===== src/rtl/fcmp_pkg.sv =====
`timescale 1ns/1ps
package fcmp_pkg;

   typedef enum logic [2:0] {
      OP_UNORD = 3'd0,
      OP_LT    = 3'd1,
      OP_EQ    = 3'd2,
      OP_LE    = 3'd3,
      OP_GT    = 3'd4,
      OP_NE    = 3'd5,
      OP_GE    = 3'd6,
      OP_RSVD  = 3'd7
   } fcmp_op_e;

   // per-operand classification
   typedef struct packed {
      logic sign;
      logic zero;
      logic nan;
      logic snan;
   } fcmp_cls_t;

   // outcome of one decoded compare before registering
   typedef struct packed {
      logic res;
      logic inv;
   } fcmp_out_t;

endpackage


===== src/rtl/fcmp_classify.sv =====
`timescale 1ns/1ps
module fcmp_classify
   import fcmp_pkg::*;
#(
   parameter int EXP_W         = 8,
   parameter int FRAC_W        = 23,
   parameter bit QUIET_MSB_SET = 1'b1
) (
   input  logic [EXP_W+FRAC_W:0] val_i,
   output fcmp_cls_t             cls_o
);

   localparam int W = 1 + EXP_W + FRAC_W;

   logic [EXP_W-1:0]  exp_f;
   logic [FRAC_W-1:0] frac_f;
   logic              exp_ones;
   logic              frac_nz;
   logic              quiet_bit;

   assign exp_f    = val_i[W-2 -: EXP_W];
   assign frac_f   = val_i[FRAC_W-1:0];
   assign exp_ones = &exp_f;
   assign frac_nz  = |frac_f;

   // polarity of the quiet marker is a build option
   generate
      if (QUIET_MSB_SET) begin : g_q_hi
         assign quiet_bit = frac_f[FRAC_W-1];
      end else begin : g_q_lo
         assign quiet_bit = ~frac_f[FRAC_W-1];
      end
   endgenerate

   always_comb begin
      cls_o.sign = val_i[W-1];
      cls_o.zero = ~|val_i[W-2:0];
      cls_o.nan  = exp_ones & frac_nz;
      cls_o.snan = exp_ones & frac_nz & ~quiet_bit;
   end

endmodule


===== src/rtl/fcmp_order.sv =====
`timescale 1ns/1ps
module fcmp_order
   import fcmp_pkg::*;
#(
   parameter int EXP_W  = 8,
   parameter int FRAC_W = 23
) (
   input  logic [EXP_W+FRAC_W:0] a_i,
   input  logic [EXP_W+FRAC_W:0] b_i,
   input  fcmp_cls_t             a_cls_i,
   input  fcmp_cls_t             b_cls_i,
   output logic                  a_lt_b_o,
   output logic                  b_lt_a_o,
   output logic                  a_eq_b_o
);

   localparam int W   = 1 + EXP_W + FRAC_W;
   localparam int M_W = W - 1;

   logic              any_nan;
   logic              both_zero;
   logic [1:0]        lt_dir;

   assign any_nan   = a_cls_i.nan | b_cls_i.nan;
   assign both_zero = a_cls_i.zero & b_cls_i.zero;

   // one strict less-than core per direction: d=0 is a<b, d=1 is b<a
   generate
      for (genvar d = 0; d < 2; d++) begin : g_dir
         logic [W-1:0]   x_v;
         logic [W-1:0]   y_v;
         logic [M_W-1:0] x_m;
         logic [M_W-1:0] y_m;
         logic           x_neg;
         logic           y_neg;
         logic           lt_raw;

         assign x_v   = (d == 0) ? a_i : b_i;
         assign y_v   = (d == 0) ? b_i : a_i;
         assign x_m   = x_v[M_W-1:0];
         assign y_m   = y_v[M_W-1:0];
         assign x_neg = x_v[W-1];
         assign y_neg = y_v[W-1];

         always_comb begin
            if (both_zero) begin
               lt_raw = 1'b0;
            end else if (x_neg != y_neg) begin
               lt_raw = x_neg;
            end else if (!x_neg) begin
               lt_raw = (x_m < y_m);
            end else begin
               lt_raw = (x_m > y_m);
            end
         end

         assign lt_dir[d] = lt_raw & ~any_nan;
      end
   endgenerate

   assign a_lt_b_o = lt_dir[0];
   assign b_lt_a_o = lt_dir[1];
   assign a_eq_b_o = ~any_nan & (both_zero | (a_i == b_i));

endmodule


===== src/rtl/fcmp_status.sv =====
`timescale 1ns/1ps
module fcmp_status (
   input  logic clk,
   input  logic rst_n,
   input  logic valid_i,
   input  logic inv_i,
   input  logic exc_en_i,
   input  logic cfg_en_i,
   output logic sticky_o,
   output logic req_o
);

   always_ff @(posedge clk) begin
      if (!rst_n) begin
         sticky_o <= 1'b0;
         req_o    <= 1'b0;
      end else begin
         if (valid_i && inv_i) begin
            sticky_o <= 1'b1;
         end
         req_o <= valid_i & inv_i & exc_en_i & cfg_en_i;
      end
   end

endmodule


===== src/rtl/fcmp_unit.sv =====
`timescale 1ns/1ps
module fcmp_unit
   import fcmp_pkg::*;
#(
   parameter int EXP_W  = 8,
   parameter int FRAC_W = 23
) (
   input  logic                  clk,
   input  logic                  rst_n,
   input  logic                  valid_i,
   input  logic [2:0]            op_i,
   input  logic [EXP_W+FRAC_W:0] a_i,
   input  logic [EXP_W+FRAC_W:0] b_i,
   input  logic                  exc_en_i,
   input  logic                  fpu_exc_cfg_i,
   output logic                  result_o,
   output logic                  inv_sticky_o,
   output logic                  exc_req_o
);

   localparam int W = 1 + EXP_W + FRAC_W;

   generate
      if (EXP_W < 2) begin : g_bad_exp
         $error("fcmp_unit: EXP_W must be at least 2");
      end
      if (FRAC_W < 2) begin : g_bad_frac
         $error("fcmp_unit: FRAC_W must be at least 2");
      end
   endgenerate

   fcmp_cls_t cls [2];
   logic [W-1:0] opnd [2];

   assign opnd[0] = a_i;
   assign opnd[1] = b_i;

   generate
      for (genvar k = 0; k < 2; k++) begin : g_cls
         fcmp_classify #(
            .EXP_W         (EXP_W),
            .FRAC_W        (FRAC_W),
            .QUIET_MSB_SET (1'b1)
         ) u_cls (
            .val_i (opnd[k]),
            .cls_o (cls[k])
         );
      end
   endgenerate

   logic a_lt_b;
   logic b_lt_a;
   logic a_eq_b;

   fcmp_order #(
      .EXP_W  (EXP_W),
      .FRAC_W (FRAC_W)
   ) u_order (
      .a_i      (a_i),
      .b_i      (b_i),
      .a_cls_i  (cls[0]),
      .b_cls_i  (cls[1]),
      .a_lt_b_o (a_lt_b),
      .b_lt_a_o (b_lt_a),
      .a_eq_b_o (a_eq_b)
   );

   logic      any_nan;
   logic      any_snan;
   fcmp_out_t nxt;

   assign any_nan  = cls[0].nan  | cls[1].nan;
   assign any_snan = cls[0].snan | cls[1].snan;

   always_comb begin
      nxt = '0;
      unique case (fcmp_op_e'(op_i))
         OP_UNORD: begin nxt.res = any_nan;           nxt.inv = any_snan; end
         OP_LT:    begin nxt.res = b_lt_a;            nxt.inv = any_nan;  end
         OP_EQ:    begin nxt.res = a_eq_b;            nxt.inv = any_snan; end
         OP_LE:    begin nxt.res = a_lt_b | a_eq_b;   nxt.inv = any_nan;  end
         OP_GT:    begin nxt.res = a_lt_b;            nxt.inv = any_nan;  end
         OP_NE:    begin nxt.res = ~a_eq_b;           nxt.inv = any_snan; end
         OP_GE:    begin nxt.res = ~a_lt_b;           nxt.inv = any_nan;  end
         OP_RSVD:  begin nxt.res = 1'b0;              nxt.inv = 1'b0;     end
         default:  begin nxt.res = 1'b0;              nxt.inv = 1'b0;     end
      endcase
   end

   always_ff @(posedge clk) begin
      if (!rst_n) begin
         result_o <= 1'b0;
      end else if (valid_i) begin
         result_o <= nxt.res;
      end
   end

   fcmp_status u_status (
      .clk      (clk),
      .rst_n    (rst_n),
      .valid_i  (valid_i),
      .inv_i    (nxt.inv),
      .exc_en_i (exc_en_i),
      .cfg_en_i (fpu_exc_cfg_i),
      .sticky_o (inv_sticky_o),
      .req_o    (exc_req_o)
   );

endmodule


===== config.mk =====
export PLATFORM = sky130hd
export DESIGN_NAME = fcmp_unit
export DESIGN_NICKNAME = d
export VERILOG_FILES = /design/src/rtl/fcmp_pkg.sv /design/src/rtl/fcmp_classify.sv /design/src/rtl/fcmp_order.sv /design/src/rtl/fcmp_status.sv /design/src/rtl/fcmp_unit.sv
export SDC_FILE = /design/constraint.sdc
export NUM_CORES = 1
export LEC_CHECK = 0
export BUFFER_PORTS_ARGS = -buffer_cell sky130_fd_sc_hd__clkbuf_2
export CAP_MARGIN = 20
export CORE_AREA = 2 2 53 60
export DETAILED_ROUTE_END_ITERATION = 16
export DIE_AREA = 0 0 55 62
export GPL_ROUTABILITY_DRIVEN = 0
export PLACE_DENSITY = 0.95
export SYNTH_ARGS = -nofsm -noshare
export SYNTH_HDL_FRONTEND = slang
export SYNTH_HIERARCHICAL = 1
export SYNTH_SLANG_ARGS = --single-unit

===== constraint.sdc =====
create_clock -name clk -period 4.5 [get_ports clk]
set_input_delay 0.225 -clock clk [delete_from_list [all_inputs] [get_ports clk]]
set_output_delay 0.225 -clock clk [all_outputs]
set_load 0.05 [all_outputs]

After elaboration in Yosys (flattened, before gate mapping)
Cells that the tools add are included.
{ "classes": {"magnitude_cmp": 4, "n_bitwise": 20, "muxes": 7, "n_reduce_logical": 10, "eq_ne": 10} }
{ "ops": {"columns": ["cell", "count"], "rows": [
  ["> comparator 31 bit", 2],
  ["less-than comparator 31 bit", 2],
  ["OR reduction 31 bit", 2],
  ["OR reduction 23 bit", 2],
  ["== test 32 bit", 1],
  ["case mux 2 bit (8 select lines)", 1],
  ["AND reduction 8 bit", 2],
  ["== test 3 bit (second input constant)", 4],
  ["bitwise AND 1 bit", 11],
  ["== test 3 x 2 -> 1 bit (second input constant)", 2],
  ["two-way mux 1 bit", 6],
  ["NOT 1 bit", 5],
  ["OR 1 bit", 4],
  ["== test 3 x 1 -> 1 bit (second input constant)", 1],
  ["zero test 3 bit", 1],
  ["zero test 1 bit", 2],
  ["inequality test 1 bit", 2],
  ["logical AND 1 bit", 1]
]} }
{ "totals": {"in_bits": 72, "ff_bits": 3, "output_inout_bits": 3, "elab_cells": 54} }

Longest topological paths before layout
Gate-level depths: netlist (run 1).
{ "depth": {"depth_word": 10, "mapped_depth": 12, "ltp_nobuf": 12} }

By module
The synthesis (run 1) kept the hierarchy.
{ "by_module_without_submodules": {"columns": ["mod", "seq_area_each_um2", "area_per_inst_um2", "instances", "cells_per_inst"], "rows": [
  ["fcmp_order", 0.0, 850.8, 1, 122],
  ["fcmp_classify", 0.0, 121.4, 2, 17],
  ["fcmp_unit", 20.0, 160.2, 1, 22],
  ["fcmp_status", 40.0, 63.8, 1, 7]
]} }

Least setup slack after synthesis (run 1)
Ideal clock, no wire load.
{ "synth_timing": {"path_type": "input to register", "startpoint": "in a_i[29]", "endpoint": "reg result_o", "setup_slack_ps": 2099, "setup_ps": 59, "path_stages": 12, "t_required_ps": 4441, "t_arrival_ps": 2341, "path_buffers": 0, "cell_sequence": "inv_1 -> ha_1 -> a21oi_2 -> nand2_1 -> a221oi_1 -> o21ai_1 -> a2111o_1 -> a221oi_1 -> nor2_1 -> a31oi_1 -> a31o_1 -> o311a_1"} }
{ "synth_between": {"elab_chain_cells": 7, "elab_cells_between_ends": 26, "classes_between": "4 x order compare; 1 x eq/ne; 7 x mux; 11 x bitwise; 3 x reduce/logical"} }
{ "synth_lines": {"columns": ["element", "line", "rtl"], "rows": [
  ["from (decl)", "fcmp_unit.sv:12", "input logic [EXP_W+FRAC_W:0] a_i,"],
  ["less-than comparator 31 bit, or another cell as far along", "fcmp_order.sv:51", "lt_raw = (x_m < y_m);"],
  ["two-way mux 1 bit, or another cell as far along", "fcmp_order.sv:50", "end else if (!x_neg) begin"],
  ["two-way mux 1 bit, or another cell as far along", "fcmp_order.sv:48", "end else if (x_neg != y_neg) begin"],
  ["two-way mux 1 bit or NOT 1 bit (tied branches)", "fcmp_order.sv:46, fcmp_order.sv:57", null],
  ["bitwise AND 1 bit *", "fcmp_order.sv:57", "assign lt_dir[d] = lt_raw & ~any_nan;"],
  ["named net a_lt_b", "fcmp_unit.sv:51", "logic a_lt_b;"],
  ["OR 1 bit or NOT 1 bit (tied branches)", "fcmp_unit.sv:81, fcmp_unit.sv:84", null],
  ["case mux 2 bit (8 select lines) *", "fcmp_unit.sv:77", "unique case (fcmp_op_e'(op_i))"],
  ["to (signal assigned)", "fcmp_unit.sv:94", "result_o <= nxt.res;"],
  ["to (decl)", "fcmp_unit.sv:16", "output logic result_o,"]
]} }
Mark *: on every way through the listed nets, which the timed path passes. The rest lies on a longest branch.
A chain may end at the register's enable or synchronous reset.

Worst setup path after layout (run 1)
{ "layout_timing": {"startpoint": "in a_i[26]", "endpoint": "reg result_o"} }
The elaborated chain is that of the path after synthesis.

==> out/results.md, run 1 <==
| Result | Value | Unit |
|:---|:---|:---|
| Growth of design area from synthesis to finish | 32.47 | % |
| Final routed wire length divided by cell count | 12.49 | um |
| Final Hold Viols | 0 | - |
| Sequential fraction of design power | 13.6 | % |
| Final-report setup violation count | 0 | - |
| Initial detailed-routing violation count | 33 | - |
| Via total after detailed routing | 1607 | - |
| Number of buffers on the longest clock path | 2 | - |
| Cell leakage power | 0.9898 | nW |
| Synth Warn # | 6 | - |
| Global-route wire length before repair | 5678 | um |
| Initial Util | 45.06 | % |
| # placed instances | 289 | - |
| Post-detailed-routing wire length | 3660 | um |
| Result of the run | finished, final reports clean | - |
| Number of antenna-violating nets in the routed design | 0 | - |
| Clock latency at the later pin of the worst-skew pair | 0.23 | ns |
| Number of pins with negative max-slew slack in the final report | 0 | - |
| Floorplan die height | 62 | um |
| Number of antenna violations at the first check in global routing | 0 | - |
| Start-to-end type of the worst setup path | in -> reg | - |
| Combinational power share | 63.0 | % |
| Depth of the CTS H-tree | 1 | - |
| Req. time, crit path | 4.68 | ns |
| Maximum capacitance violations | 0 | - |
| Clock sink count | 3 | - |
| Relative contribution of the clock network to total power | 23.5 | % |
| PnR worst setup slack | 1.918 | ns |
| Post-synthesis area per instance | 7.117 | sq um |
| Class of the tightest hold or removal check | in -> reg | - |
| Internal power summed over all cells | 0.0001218 | W |
| Average vias per placed instance | 5.485 | - |
| Remaining DRCs | 0 | - |
| RSZ-0062 raised after global routing | false | - |
| Power per standard cell area | 118.6 | nW/um^2 |
| Global route overflow | 0 | - |
| Width of the chip | 55 | um |
| Placeable core region | 2890 | sq um |
| TritonCTS clock tree | done | - |
| Post-CTS Hold Buffers | 0 | - |
| Number of global-route vias before repair | 1497 | - |
| Data arrival time of the worst path | 2.76 | ns |
| CP endpoint kind | flip-flop | - |
| GRT Resource Usage Total | 22.35 | % |
| NetSw | 0.00008287 | W |
| CTS root buf | sky130_fd_sc_hd__clkbuf_4 | - |
| Maximum vdd ir drop | 0.0001130 | V |
| Number of I/O pins | 75 | - |
| Number of standard cells after synthesis | 183 | - |
| Measured slew at the worst slew-check pin | 0.4960 | ns |
| CTS clock-pin slew for the worst setup and hold paths | 0.04 | ns |
| Final Skew | 0 | ns |
| Max-slew headroom | 66.63 | % |
| Layout cell share with drive strength beyond 1 | 33.20 | % |
| Post-route clock period utilization | 57.37 | % |
| Area used by multi-input combinational logic | 1084 | sq um |
| Final HPWL DP | 3383 | um |
| Setup slack after placement | 1.698 | ns |
| Switching part of the total power | 40.50 | % |
| Number of diodes | 0 | - |
| Fill cells | 291 | - |
| Syn nets | 286 | - |
| Area of the die | 3410 | sq um |
| Post-layout net count | 363 | - |
| Maximum achievable frequency | 0.3874 | GHz |
| Total of buffers placed on input and output ports | 74 | - |
| Pin count of the biggest net entering global routing | 10 | - |
| CTS-repair resized insts | 0 | - |
| Setup TNS | 0 | ns |
| CP Max Fanout | 3 | - |
| Number of non-filler instances in the completed layout | 293 | - |
| Cell Rows | 21 | - |
| Total area of sequential cells | 60.06 | sq um |
| Iteration count of the initial detailed-routing pass | 4 | - |
| Number of post-CTS setup repair buffers | 0 | - |
| Number of clock buffers inserted by TritonCTS | 3 | - |
| Cell area after synthesis | 1302 | sq um |
| Sort of element at the start of the critical path | primary input | - |
| Tmin final | 2.582 | ns |
==> placed cells by master, fill, tap and decap left out, drive strengths merged <==
cell and count:
nor4b 1, or4 4, nand3b 2, nor4 11, ha 31, clkbuf 78, and2 1, a31oi 2
a21oi 16, o311a 1, a211oi 4, nor3 4, xor2 1, nor2b 2, a2bb2oi 1, nand2 10
a31o 1, nand4 10, and2b 1, a221oi 5, nand3 5, and4 4, or2 2, inv 38
dfxtp 3, or4b 1, o21ai 9, xnor2 1, nor2 7, o31ai 1, a2111o 2
==> power by group through the flow <==
stage | registers, W | clock network, W | logic (W)
6_report | 0.0000278 | 0.0000480 | 0.000129
5_1_grt | 0.0000278 | 0.0000510 | 0.000146
4_1_cts | 0.0000278 | 0.0000496 | 0.000128
3_5_place_dp | 0.0000282 | 0 | 0.000127
3_3_place_gp | 0.0000281 | 0 | 0.000123
2_1_floorplan | 0.0000307 | 0 | 0.0000680
==> path summary, 6_finish.rpt <==
path	from	depth (start not counted)	slack, ns	to
worst max-delay path	a_i[26]	13	1.92	result_o
worst min-delay path	fpu_exc_cfg_i	3	0.20	u_status/req_o
worst max register to register	result_o	2	3.63	result_o
worst min register to register	u_status/sticky_o	2	0.49	u_status/sticky_o
==> layout make-up <==
| type | count | area share [%] |
|---|---|---|
| Timing Repair Buffer | 74 | 21.46 |
| Multi-Input combinational cell | 140 | 62.80 |
| Sequential cell | 3 | 3.481 |
| Clock buffer | 4 | 1.523 |
| Inverter | 38 | 8.267 |
| Tap cell | 34 | 2.466 |
==> routing by layer <==
layer	wire, um	vias to the layer above	track usage [%]
met5	0	-	0
met3	212	8	1.914
met1	1504	700	24.57
met2	1858	61	43.20
met4	85	0	8.711
li1	-	838	-
==> worst max-delay path, cell delays in order <==
cell,delay [ns]
sky130_fd_sc_hd__clkbuf_2,0.11
sky130_fd_sc_hd__inv_1,0.04
sky130_fd_sc_hd__ha_1,0.31
sky130_fd_sc_hd__nand4_1,0.14
sky130_fd_sc_hd__nor4_1,0.46
sky130_fd_sc_hd__a221oi_1,0.15
sky130_fd_sc_hd__o21ai_1,0.17
sky130_fd_sc_hd__o21ai_0,0.17
sky130_fd_sc_hd__a221oi_1,0.41
sky130_fd_sc_hd__nor2_1,0.08
sky130_fd_sc_hd__a31oi_1,0.18
sky130_fd_sc_hd__a31o_1,0.15
sky130_fd_sc_hd__o311a_1,0.15
==> sequential cells by signal (all words and copies together) (netlist names) <==
register,cells
result_o,1
u_status/req_o,1
u_status/sticky_o,1
==> stage by stage <==
step	cell area [sq um]	util (%)	power, W	hold slack [ns]
2_1_floorplan	1303	-	0.00009869	0.3509
3_3_place_gp	1699	58.79	0.0001510	0.4443
3_5_place_dp	1699	58.79	0.0001553	0.4438
4_1_cts	1725	59.70	0.0002052	0.1957
5_1_grt	1725	59.70	0.0002249	0.2140
6_report	1725	59.70	0.0002046	0.2010
No activity file was read; power rests on OpenSTA's default activity.
==> run 2: changes to the inputs <==
--- a/config.mk
+++ b/config.mk
@@ -7,11 +7,11 @@
 export LEC_CHECK = 0
 export BUFFER_PORTS_ARGS = -buffer_cell sky130_fd_sc_hd__clkbuf_2
 export CAP_MARGIN = 20
-export CORE_AREA = 2 2 53 60
+export CORE_AREA = 2 2 58 65
 export DETAILED_ROUTE_END_ITERATION = 16
-export DIE_AREA = 0 0 55 62
+export DIE_AREA = 0 0 60 67
 export GPL_ROUTABILITY_DRIVEN = 0
-export PLACE_DENSITY = 0.95
+export PLACE_DENSITY = 0.86
 export SYNTH_ARGS = -nofsm -noshare
 export SYNTH_HDL_FRONTEND = slang
 export SYNTH_HIERARCHICAL = 1
==> constraint.sdc (replaced) <==
create_clock -name clk -period 2.33 [get_ports clk]
set_input_delay 0.1165 -clock clk [delete_from_list [all_inputs] [get_ports clk]]
set_output_delay 0.1165 -clock clk [all_outputs]
set_load 0.05 [all_outputs]
==> run 2 against run 1 <==
Against the previous run: non-clock buffer count rose by 35; critical path depth did not move; die area rose by 18%; largest power group unchanged.
==> out/results.md, run 2 (same netlist as run 1, synthesis figures left out) <==
| Result | Value | Unit |
|:---|:---|:---|
| Tmin final | 2.191 | ns |
| Cell leakage power | 1.180 | nW |
| Via total after detailed routing | 1828 | - |
| CP Max Fanout | 3 | - |
| Most Frequent Cell on Critical Path | sky130_fd_sc_hd__nor2_1 | - |
| Data arrival time of the worst path | 2.36 | ns |
| Max-slew headroom | 78.44 | % |
| Number of diodes | 0 | - |
| Post-place instance area | 1972 | sq um |
| Depth of the CTS H-tree | 1 | - |
| Global-route wire length before repair | 7010 | um |
| Post-route clock period utilization | 94.03 | % |
| Maximum achievable frequency | 0.4564 | GHz |
| TritonCTS clock tree | done | - |
| Clock latency at the later pin of the worst-skew pair | 0.23 | ns |
| Ordered cell list for the critical path | clkbuf_2 > inv_1 > ha_1 > a211oi_1 > nor2_1 > o31ai_1 > a21oi_1 > buf_4 > a221oi_4 > nor2_1 > a31oi_1 > a31o_1 > o311a_1 | - |
| Number of antenna violations at the first check in global routing | 0 | - |
| Req. time, crit path | 2.50 | ns |
| Top Registers | result_o: 1 flops, u_status/req_o: 1 flops, u_status/sticky_o: 1 flops | - |
| Cell Rows | 22 | - |
| Width of the chip | 60 | um |
| Global route overflow | 0 | - |
| Maximum vdd ir drop | 0.00008976 | V |
| Number of global-route vias before repair | 1776 | - |
| Tightest hold margin | 0.09794 | ns |
| Max stage delay cell, worst path | sky130_fd_sc_hd__a221oi_4 | - |
| Initial detailed-routing violation count | 60 | - |
| Remaining DRCs | 0 | - |
| Power per standard cell area | 224.7 | nW/um^2 |
| Critical path buffers and inverters | 3 | - |
| Leading cell type in the layout, fill and taps excluded | sky130_fd_sc_hd__clkbuf_2 | - |
| # placed instances | 337 | - |
| Final Skew | 0 | ns |
| Final HPWL DP | 3874 | um |
| Number of antenna-violating nets in the routed design | 0 | - |
| Start-to-end type of the worst setup path | in -> reg | - |
| Post-layout net count | 398 | - |
| Final Hold Viols | 0 | - |
| Post-layout util | 65.97 | % |
| Layout cell share with drive strength beyond 1 | 48.64 | % |
| Class of the tightest hold or removal check | in -> reg | - |
| Maximum capacitance violations | 0 | - |
| Number of buffers on the longest clock path | 2 | - |
| Number of non-filler instances in the completed layout | 342 | - |
| Pin count of the biggest net entering global routing | 10 | - |
| Floorplan die height | 67 | um |
| Initial Util | 39.11 | % |
| Number of I/O pins | 75 | - |
| CTS clock-pin slew for the worst setup and hold paths | 0.04 | ns |
| Post-CTS Hold Buffers | 0 | - |
| Sort of element at the start of the critical path | primary input | - |
| Final-report setup violation count | 0 | - |
| Cell family with most CP delay | compound AO/OA/AOI/OAI gates | - |
| Longest individual stage delay on the worst path | 0.32 | ns |
| Number of pins with negative max-slew slack in the final report | 0 | - |
| Total of buffers placed on input and output ports | 74 | - |
| Average vias per placed instance | 5.345 | - |
| Number of clock buffers inserted by TritonCTS | 3 | - |
| Clock sink count | 3 | - |
| Post-detailed-routing wire length | 4756 | um |
| Area of the die | 4020 | sq um |
| CP endpoint kind | flip-flop | - |
| Final design instance area without fill | 2197 | sq um |
| Iteration count of the initial detailed-routing pass | 4 | - |
| Most frequent cells in the layout | 74 x sky130_fd_sc_hd__clkbuf_2, 38 x sky130_fd_sc_hd__inv_1, 35 x sky130_fd_sc_hd__buf_4 | - |
| Final routed wire length divided by cell count | 13.91 | um |
| GRT Resource Usage Total | 21.91 | % |
| Measured slew at the worst slew-check pin | 0.3201 | ns |
| Result of the run | finished, final reports clean | - |
| Growth of design area from synthesis to finish | 68.68 | % |
| Placeable core region | 3331 | sq um |
| CTS root buf | sky130_fd_sc_hd__clkbuf_4 | - |
run 2: layer usage:
metal / part of all wire [%] / GRT usage, % / wire [um]
met4: 1.2 / 3.889 / 55
met3: 5.1 / 2.524 / 243
met5: 0 / 0 / 0
met2: 54 / 41.98 / 2580
met1: 39 / 25.43 / 1876
run 2: what timing repair did:
item	4_1_cts	5_1_grt
pin swaps	0	15
endpoints found under the hold margin	0	0
buffers inserted	0	1
resized for setup	1	26
endpoints found under the setup margin	1	1
run 2: worst reg2reg max path, cell delays in order (launching register included):
cell and delay [ns]:
sky130_fd_sc_hd__dfxtp_1 0.30, sky130_fd_sc_hd__nor2b_1 0.14, sky130_fd_sc_hd__o311a_1 0.32
run 2: layout make-up:
class | count | area, sq um
inverter | 38 | 142.6
fill | 293 | 1134
tap | 48 | 60.06
sequential | 3 | 60.06
timing repair buffer | 109 | 633.1
multi-input combinational | 140 | 1275
clock buffer | 4 | 26.28
run 2: metrics by stage:
stage | setup TNS, ns | worst slack, ns | total power (W)
6_report | 0 | 0.1391 | 0.0004937
5_1_grt | -0.05281 | -0.05281 | 0.0005395
4_1_cts | 0 | 0.01901 | 0.0004424
3_5_place_dp | -0.3279 | -0.3279 | 0.0003444
3_3_place_gp | -0.2004 | -0.2004 | 0.0003326
2_1_floorplan | 0 | 0.03773 | 0.0001906
run 2: final timing paths:
path                             to  slack (ns)  cells after the start         startpoint
hold reg to reg   u_status/sticky_o        0.51                      2  u_status/sticky_o
setup reg to reg           result_o        1.46                      2           result_o
hold / removal       u_status/req_o         0.1                      3      fpu_exc_cfg_i
setup / recovery           result_o        0.14                     13             a_i[4]
run 2: where the power goes:
part	switching (W)	internal (W)	total, W
registers	0.000000565	0.0000531	0.0000536
clock network	0.0000266	0.0000642	0.0000907
logic	0.000170	0.000179	0.000349
